**src/rtl/sreg_pkg.sv**
```systemverilog
package sreg_pkg;
   // Synchronized host control lines, bundled for the synchronizer chain
   typedef struct packed {
      logic ale;
      logic cs_n;
      logic sclk;
      logic rd_n;
      logic wr_n;
      logic sdata;
   } host_ctl_t;

   localparam int unsigned CTL_W = $bits(host_ctl_t);
   // Idle levels: strobes and shift clock high, enable low
   localparam host_ctl_t CTL_IDLE = '{ale: 1'b0, cs_n: 1'b1, sclk: 1'b1,
                                      rd_n: 1'b1, wr_n: 1'b1, sdata: 1'b0};
endpackage

```
**src/rtl/sreg_sync.sv**
```systemverilog
module sreg_sync #(
   parameter int unsigned WIDTH  = 1,
   parameter int unsigned STAGES = 2,
   parameter logic [WIDTH-1:0] RST_VAL = '0
) (
   input  logic             clk,
   input  logic             rst_n,
   input  logic [WIDTH-1:0] d,
   output logic [WIDTH-1:0] q
);
   if (STAGES < 2) begin : g_bad_stages
      $error("sreg_sync: STAGES must be at least 2");
   end

   logic [WIDTH-1:0] stage [STAGES];

   for (genvar s = 0; s < STAGES; s++) begin : g_stage
      always_ff @(posedge clk or negedge rst_n) begin
         if (!rst_n) begin
            stage[s] <= RST_VAL;
         end else if (s == 0) begin
            stage[s] <= d;
         end else begin
            stage[s] <= stage[(s == 0) ? 0 : s-1];
         end
      end
   end

   assign q = stage[STAGES-1];
endmodule

```
**src/rtl/sreg_shifter.sv**
```systemverilog
module sreg_shifter #(
   parameter int unsigned DATA_W = 8
) (
   input  logic              clk,
   input  logic              rst_n,
   input  logic              shin_en,
   input  logic              shout_en,
   input  logic              load_en,
   input  logic              din_bit,
   input  logic [DATA_W-1:0] load_val,
   output logic [DATA_W-1:0] sin_q,
   output logic              dout_bit
);
   if (DATA_W < 2) begin : g_bad_width
      $error("sreg_shifter: DATA_W must be at least 2");
   end

   logic [DATA_W-1:0] sout_q;

   // Input register: new bits enter at the top, LSB-first order
   always_ff @(posedge clk or negedge rst_n) begin
      if (!rst_n) begin
         sin_q <= '0;
      end else if (shin_en) begin
         sin_q <= {din_bit, sin_q[DATA_W-1:1]};
      end
   end

   // Output register: snapshot on load, then move toward bit 0
   always_ff @(posedge clk or negedge rst_n) begin
      if (!rst_n) begin
         sout_q <= '0;
      end else if (load_en) begin
         sout_q <= load_val;
      end else if (shout_en) begin
         sout_q <= {1'b0, sout_q[DATA_W-1:1]};
      end
   end

   assign dout_bit = sout_q[0];
endmodule

```
**src/rtl/sreg_bank.sv**
```systemverilog
module sreg_bank #(
   parameter int unsigned DATA_W = 8,
   parameter int unsigned ADDR_W = 3,
   parameter int unsigned NUM_RO = 2,
   localparam int unsigned NREGS  = 1 << ADDR_W,
   localparam int unsigned NUM_RW = NREGS - NUM_RO
) (
   input  logic                     clk,
   input  logic                     rst_n,
   input  logic                     wr_en,
   input  logic [ADDR_W-1:0]        addr,
   input  logic [DATA_W-1:0]        wdata,
   input  logic [NUM_RO*DATA_W-1:0] status_i,
   output logic [DATA_W-1:0]        rdata,
   output logic [NUM_RW*DATA_W-1:0] ctrl_o
);
   if (NUM_RO < 1 || NUM_RO >= NREGS) begin : g_bad_ro
      $error("sreg_bank: NUM_RO must lie between 1 and NREGS-1");
   end

   logic [DATA_W-1:0] rd_arr [NREGS];

   for (genvar i = 0; i < NREGS; i++) begin : g_reg
      if (i < NUM_RW) begin : g_rw
         logic [DATA_W-1:0] q;
         always_ff @(posedge clk or negedge rst_n) begin
            if (!rst_n) begin
               q <= '0;
            end else if (wr_en && (addr == ADDR_W'(i))) begin
               q <= wdata;
            end
         end
         assign ctrl_o[i*DATA_W +: DATA_W] = q;
         assign rd_arr[i] = q;
      end else begin : g_ro
         assign rd_arr[i] = status_i[(i-NUM_RW)*DATA_W +: DATA_W];
      end
   end

   assign rdata = rd_arr[addr];
endmodule

```
**src/rtl/sreg_port.sv**
```systemverilog
module sreg_port #(
   parameter int unsigned DATA_W      = 8,
   parameter int unsigned ADDR_W      = 3,
   parameter int unsigned NUM_RO      = 2,
   parameter int unsigned SYNC_STAGES = 2,
   localparam int unsigned NREGS  = 1 << ADDR_W,
   localparam int unsigned NUM_RW = NREGS - NUM_RO
) (
   input  logic                     clk,
   input  logic                     rst_n,
   input  logic                     ale_i,
   input  logic                     cs_n_i,
   input  logic [ADDR_W-1:0]        addr_i,
   input  logic                     sclk_i,
   input  logic                     rd_n_i,
   input  logic                     wr_n_i,
   input  logic                     sdata_i,
   output logic                     sdata_o,
   output logic                     sdata_oe,
   input  logic [NUM_RO*DATA_W-1:0] status_i,
   output logic [NUM_RW*DATA_W-1:0] ctrl_o
);
   import sreg_pkg::*;

   localparam int unsigned SYNC_W = CTL_W + ADDR_W;
   localparam logic [SYNC_W-1:0] SYNC_RST = {CTL_IDLE, {ADDR_W{1'b0}}};

   host_ctl_t         ctl_raw, ctl_s, ctl_p;
   logic [ADDR_W-1:0] addr_s;
   logic              active;
   logic              sclk_fall, rd_fall, wr_rise;
   logic [DATA_W-1:0] sin_q, rdata;

   assign ctl_raw = '{ale: ale_i, cs_n: cs_n_i, sclk: sclk_i,
                      rd_n: rd_n_i, wr_n: wr_n_i, sdata: sdata_i};

   sreg_sync #(.WIDTH(SYNC_W), .STAGES(SYNC_STAGES), .RST_VAL(SYNC_RST)) u_sync (
      .clk   (clk),
      .rst_n (rst_n),
      .d     ({ctl_raw, addr_i}),
      .q     ({ctl_s, addr_s})
   );

   // One more sample for edge detection
   always_ff @(posedge clk or negedge rst_n) begin
      if (!rst_n) ctl_p <= CTL_IDLE;
      else        ctl_p <= ctl_s;
   end

   assign active    = ctl_s.ale & ~ctl_s.cs_n;
   assign sclk_fall = active & ctl_p.sclk & ~ctl_s.sclk;
   assign rd_fall   = active & ctl_p.rd_n & ~ctl_s.rd_n;
   assign wr_rise   = active & ~ctl_p.wr_n & ctl_s.wr_n;

   sreg_shifter #(.DATA_W(DATA_W)) u_shift (
      .clk      (clk),
      .rst_n    (rst_n),
      .shin_en  (sclk_fall & ctl_s.rd_n),
      .shout_en (sclk_fall & ~ctl_s.rd_n),
      .load_en  (rd_fall),
      .din_bit  (ctl_s.sdata),
      .load_val (rdata),
      .sin_q    (sin_q),
      .dout_bit (sdata_o)
   );

   sreg_bank #(.DATA_W(DATA_W), .ADDR_W(ADDR_W), .NUM_RO(NUM_RO)) u_bank (
      .clk      (clk),
      .rst_n    (rst_n),
      .wr_en    (wr_rise),
      .addr     (addr_s),
      .wdata    (sin_q),
      .status_i (status_i),
      .rdata    (rdata),
      .ctrl_o   (ctrl_o)
   );

   always_ff @(posedge clk or negedge rst_n) begin
      if (!rst_n) sdata_oe <= 1'b0;
      else        sdata_oe <= active & ~ctl_s.rd_n;
   end
endmodule

```
**config.mk**
```make
export PLATFORM = sky130hd
export DESIGN_NAME = sreg_port
export DESIGN_NICKNAME = d
export VERILOG_FILES = /design/src/rtl/sreg_pkg.sv /design/src/rtl/sreg_sync.sv /design/src/rtl/sreg_shifter.sv /design/src/rtl/sreg_bank.sv /design/src/rtl/sreg_port.sv
export SDC_FILE = /design/constraint.sdc
export NUM_CORES = 1
export LEC_CHECK = 0
export BUFFER_PORTS_ARGS = -buffer_cell sky130_fd_sc_hd__buf_2
export CAP_MARGIN = 20
export CORE_UTILIZATION = 49
export DETAILED_ROUTE_END_ITERATION = 10
export PLACE_DENSITY = 0.77
export SLEW_MARGIN = 10
export SYNTH_ARGS = -nofsm -noshare
export SYNTH_HDL_FRONTEND = slang
export SYNTH_SLANG_ARGS = --single-unit
export TNS_END_PERCENT = 10
```
**constraint.sdc**
```tcl
create_clock -name clk -period 1.6 [get_ports clk]
set_input_delay 0.32 -clock clk [delete_from_list [all_inputs] [get_ports clk]]
set_output_delay 0.32 -clock clk [all_outputs]
set_load 0.01 [all_outputs]
```
# Word-level counts from Yosys, hierarchy flattened
# Index checks and enable logic that the tools add are counted.
# op_classes
n_addsub	0
n_mul	0
div	0
n_lt_le_gt_ge	1
eq_ne	5
shift	0
muxes	5
bitwise	15
reduce_logical	8
# op_table
op	count
two-way mux 8 bit	4
binary-select mux 8 bit (select 3 bit)	1
AND 1 bit	10
== test 3 x 2 -> 1 bit, second input constant	2
== test 3 bit, second input constant	2
logical AND 1 bit	6
greater-or-equal comparator 4 bit, second input constant	1
inverter 1 bit	4
inverter 3 -> 4 bit	1
== test 3 x 1 -> 1 bit, second input constant	1
zero test 3 bit	1
nonzero test 2 bit	1
# totals
ff_bits	86
latchBits	0
mem_bits_rw	0
rom_bits	0
out_inout_bits	50
elab_cells	48
mem_count	0

# Logic depth before layout (Yosys ltp)
# logic_depth
word_depth	7
depth_mapped	5
mapped_depth_nobuf	4

# Cells and area by module
# Synthesis repeated with hierarchy kept, for this count alone.
# unflattened
cells_unflattened	262
area_unflattened_um2	3868.7
# modules_own_cells
mod	n_inst	cells_each	area_each_um2
sreg_bank	1	174	2476.1
sreg_shifter	1	51	700.7
sreg_sync	1	27	528.0
sreg_port	1	10	163.9

# Worst setup path after synthesis
# No wires, ideal clock.
# synth_timing
path_type	flip-flop to flip-flop
startpoint	reg u_sync.stage, in the netlist u_sync.q[4]
endpoint	reg u_bank.g_reg[2].g_rw.q[0]
setup_ns	0.125
arrival_time_ns	1.597
setup_slack_ns	-0.122
path_stages_with_launch	5
synth_period_minus_slack_ns	1.722
cell_sequence	dfstp_2 -> and4bb_2 -> nand2b_4 -> nor3b_4 -> mux2_2
# synth_between
elab_chain_len	2
# synth_rtl
item	line	source
start, declared	sreg_sync.sv:15	logic [WIDTH-1:0] stage [STAGES];
start signal, assigned by index	sreg_sync.sv:24	stage[s] <= stage[(s == 0) ? 0 : s-1];
AND 1 bit	sreg_port.sv:53	assign wr_rise = active & ~ctl_p.wr_n & ctl_s.wr_n;
logical AND 1 bit	sreg_bank.sv:29	end else if (wr_en && (addr == ADDR_W'(i))) begin
end signal, assigned	sreg_bank.sv:30	q <= wdata;
end, declared	sreg_bank.sv:25	logic [DATA_W-1:0] q;
# No other way between the ends.
# A chain may end at the register's enable or synchronous reset.

# Worst setup path after layout
# layout_timing
startpoint	reg u_sync.stage, in the netlist u_sync.q[4]
endpoint	reg u_bank.g_reg[2].g_rw.q[4]
# The elaborated chain is that of the path after synthesis.

==> results.md <==
- Syn Std Cell Area: 3557 um^2
- Worst EP required: roughly 1800 ps
- Combinational family with the most area after synthesis: multiplexers
- Register area share after synthesis: 0.6089
- Cell taking the most area after synthesis: dfrtp_1
- Post-synthesis xor/xnor area fraction: 0
- Adder-cell area share of the yosys netlist: 0
- Clk slew on worst S/H paths: 80 ps
- Slew HR: 0.7026
- Simple-gate share of the synthesized area: 0.05874
- RR Startpoint: u_sync.q[4]
- Kind of critical path: flip-flop to flip-flop
- Worst Hold Class: input port to flip-flop
- First-pass GRT wire length: 12370 um
- Max VDD drop: around 650 uV
- Pin count of the biggest net entering global routing: 87
- Clk_skew: 10.55 ps
- Final Critical Period: 1756 ps
- Outcome: finished with violations
- Unrepaired setup endpoints after global routing: yes
- Wire per inst: 18.81 um
- Initial antenna violation count: 0
- Mapped Cells: 211
- Num Clock Sinks: between 80 and 90
- Io pins: 77
- Period utilization: 1.098
- Post-synth top area share: 0.5276
- Crit path max fanout: 5
- Total GRT Usage: 0.2270
- Worst hold start: sclk_i
- Ys Warns: 0
- Mux cell area share after synthesis: 0.3043
- Die area: 7604 um^2
- Final setup margin: -156.3 ps
- Crit path arrival time: 1990 ps
- Area delta synth->final: 29.51%
- Startpoint types: flip-flop
- # fillers: 523
- # port buffers: 76
- Initial Utilization: 0.5150
- Register area: 2166 um^2
- Worst Tran Pin Value: 446.2 ps
- Hold Path Depth: 1
- Clk_lat worst skew: between 300 and 400 ps
- Post-synth EDFFs: 0
- Critical path capture point type: flip-flop
- Syn_nets: 238
- Rows: 30
- GPL Wtd Cong: 0.7679
- Compound-Gate Fraction of Synth Area: 0.01899
- Reg2reg end: u_bank.g_reg[2].g_rw.q[4]
- Max Cap Viol: 0
- Synth Area per Inst: 16.86 um^2
- Max-slew violation count: 0
- Post-DRT Antenna Nets: 0
- FFs w/ async S/R, synth: 1.000
- WHS: 58.27 ps
- R2R depth: 5
- #FFs+latches synth: 86
- GRT Residual Overflow: 0
- R2r setup slk: -160 ps
- Clock root buffer: clkbuf_8
- Total power divided by cell area: 961.7 nW/um^2
- Vias in the first global route: 2304
- Core area: ~7000 um^2
- Tot Pwr: about 0.0044 W
- Setup TNS: -3153 ps
- Leak pwr: 2.351 nW
- Area of the multi-input gates: 1410 um^2
- Die height: ~87 um
- Clk buf depth: 2
- F_max: between 0.5 and 0.6 GHz
- Failing checks: setup timing
- Via density: between 5 and 6
- Final Hold Viols: 0
- Antenna cells: 0
- Final Setup Violations: 35
- Yosys cell types: 24
- DRT Pass-1 Iters: 4
- Width of the die: 87.20 um
- Top cells by area, synth: dfrtp_1 53%, mux2_2 18%, mux4_2 10%
- Fraction of layout cells with a size suffix above 1: 0.6534
- Primary FF master, synth: dfrtp_1
- # nets final: 349
- Drt drc: 0
- Final wirelength: 7939 um
- Hold EP: u_sync.stage[15]
- Via Count: 2315
- Detailed placer's ending HPWL: 5452 um
- Total CTS buffers: 9
- CTS tree: yes
- DRT iter0 DRCs: roughly 120
- Pre-CTS WS: -143.0 ps
- CTS H-tree lvls: 3
synth_stat cells (all sizes together) (3+ instances only):
cell and number:
mux2 57, nor3b 3, nand2b 6, dfrtp 75, o221ai 5, mux2i 8
mux4 16, dfstp 11, o21ai 3, nand4b 3, buf 6, nand2 8
nor2 3
flip-flops by register name (all words and copies together) (netlist names):
name / flops
u_bank.g.g_rw.q: 48
u_shift.sin_q: 8
u_sync.q: 9
u_shift.sout_q: 8
ctl_p: 3
sdata_oe: 1
u_sync.stage: 9
kinds of logic (layout without fill, tap and decap cells):
| kind of cell | Yosys count | count (layout) |
|---|---|---|
| AO/OA/AOI/OAI | 9 | 9 |
| multiplexers | 81 | 81 |
| AND/OR/NAND/NOR | 28 | 28 |
| flip-flops | 86 | 86 |
| buffers and inverters | 7 | 122 |
area by class of cell:
type / instances / area share
flip-flops and latches: 86 / 0.4701
repair buffers: 107 / 0.1537
well taps: 96 / 0.02607
clock inverters: 5 / 0.01630
clock buffers: 10 / 0.02770
multi-input cells: 118 / 0.3061
worst max-delay path: stages (launching register included):
cell and delay [ps]:
dfstp_2 530, and4bb_2 300, nand2b_4 100, nor3b_4 240, buf_6 170, mux2_4 310
cell usage in the layout (no fill, tap or decap):
master	synthesis	final
and4bb_2	1	1
mux2_2	57	48
clkbuf_1	1	1
mux2i_2	0	3
nor3b_1	1	1
nand4b_1	3	3
dfstp_2	11	11
buf_4	0	21
nand3_1	1	1
mux2i_1	8	5
nor2_1	3	3
nor3_4	1	1
buf_6	0	4
o21ai_1	1	3
nand2b_4	1	1
bufinv_16	0	2
a211o_1	1	1
dfrtp_1	75	75
mux4_2	16	16
buf_2	5	75
dlygate4sd3_1	0	1
nand4bb_1	1	1
clkinv_2	0	3
nor3b_4	2	2
o221ai_1	5	4
nor2b_1	1	1
mux2_4	0	9
clkbuf_8	0	9
nand2b_1	5	5
nand2_1	8	8
o221ai_2	0	1
buf_12	0	6
routing by layer:
metal  global-route usage  wire, um  up-vias
met2               0.3780      4105       59
met3              0.05498       300       13
li1                     -         -     1014
met1               0.2978      3399     1229
met4              0.07004       134        0
met5                    0         0        -
worst max-delay path by stage:
| stage | startpoint | to | slack [ps] | cells after the start |
|---|---|---|---|---|
| 2_1_floorplan | u_sync.q[4] | u_bank.g_reg[1].g_rw.q[0] | -100 | 4 |
| 3_3_place_gp | u_sync.q[4] | u_bank.g_reg[2].g_rw.q[1] | -100 | 5 |
| 3_5_place_dp | u_sync.q[4] | u_bank.g_reg[2].g_rw.q[4] | -140 | 5 |
| 4_1_cts | u_sync.q[4] | u_bank.g_reg[2].g_rw.q[7] | -150 | 5 |
| 5_1_grt | u_sync.q[4] | u_bank.g_reg[2].g_rw.q[5] | -200 | 5 |
| 6_report | u_sync.q[4] | u_bank.g_reg[2].g_rw.q[4] | -160 | 5 |
repair_timing:
| action | CTS | global route |
|---|---|---|
| hold endpoints to repair | 0 | 1 |
| pin swaps | 0 | 4 |
| resized for setup | 9 | 10 |
| buffers inserted | 1 | 1 |
| hold buffers | 0 | 1 |
| endpoints found under the setup margin | 47 | 56 |
report_power, final:
part / total, W / internal (W) / switching (W)
registers: 0.00242 / 0.00231 / 0.000112
clock network: 0.00159 / 0.000863 / 0.000724
logic: 0.000423 / 0.000228 / 0.000195
stage by stage:
step,util,area (um^2),cells
final,0.6670,4607,422
after global routing,0.6670,4607,422
after detailed placement,0.6245,4313,404
after floorplan,-,3557,211
after CTS,0.6598,4557,420
after global placement,0.6245,4313,404
No activity file was read; power rests on OpenSTA's default activity.
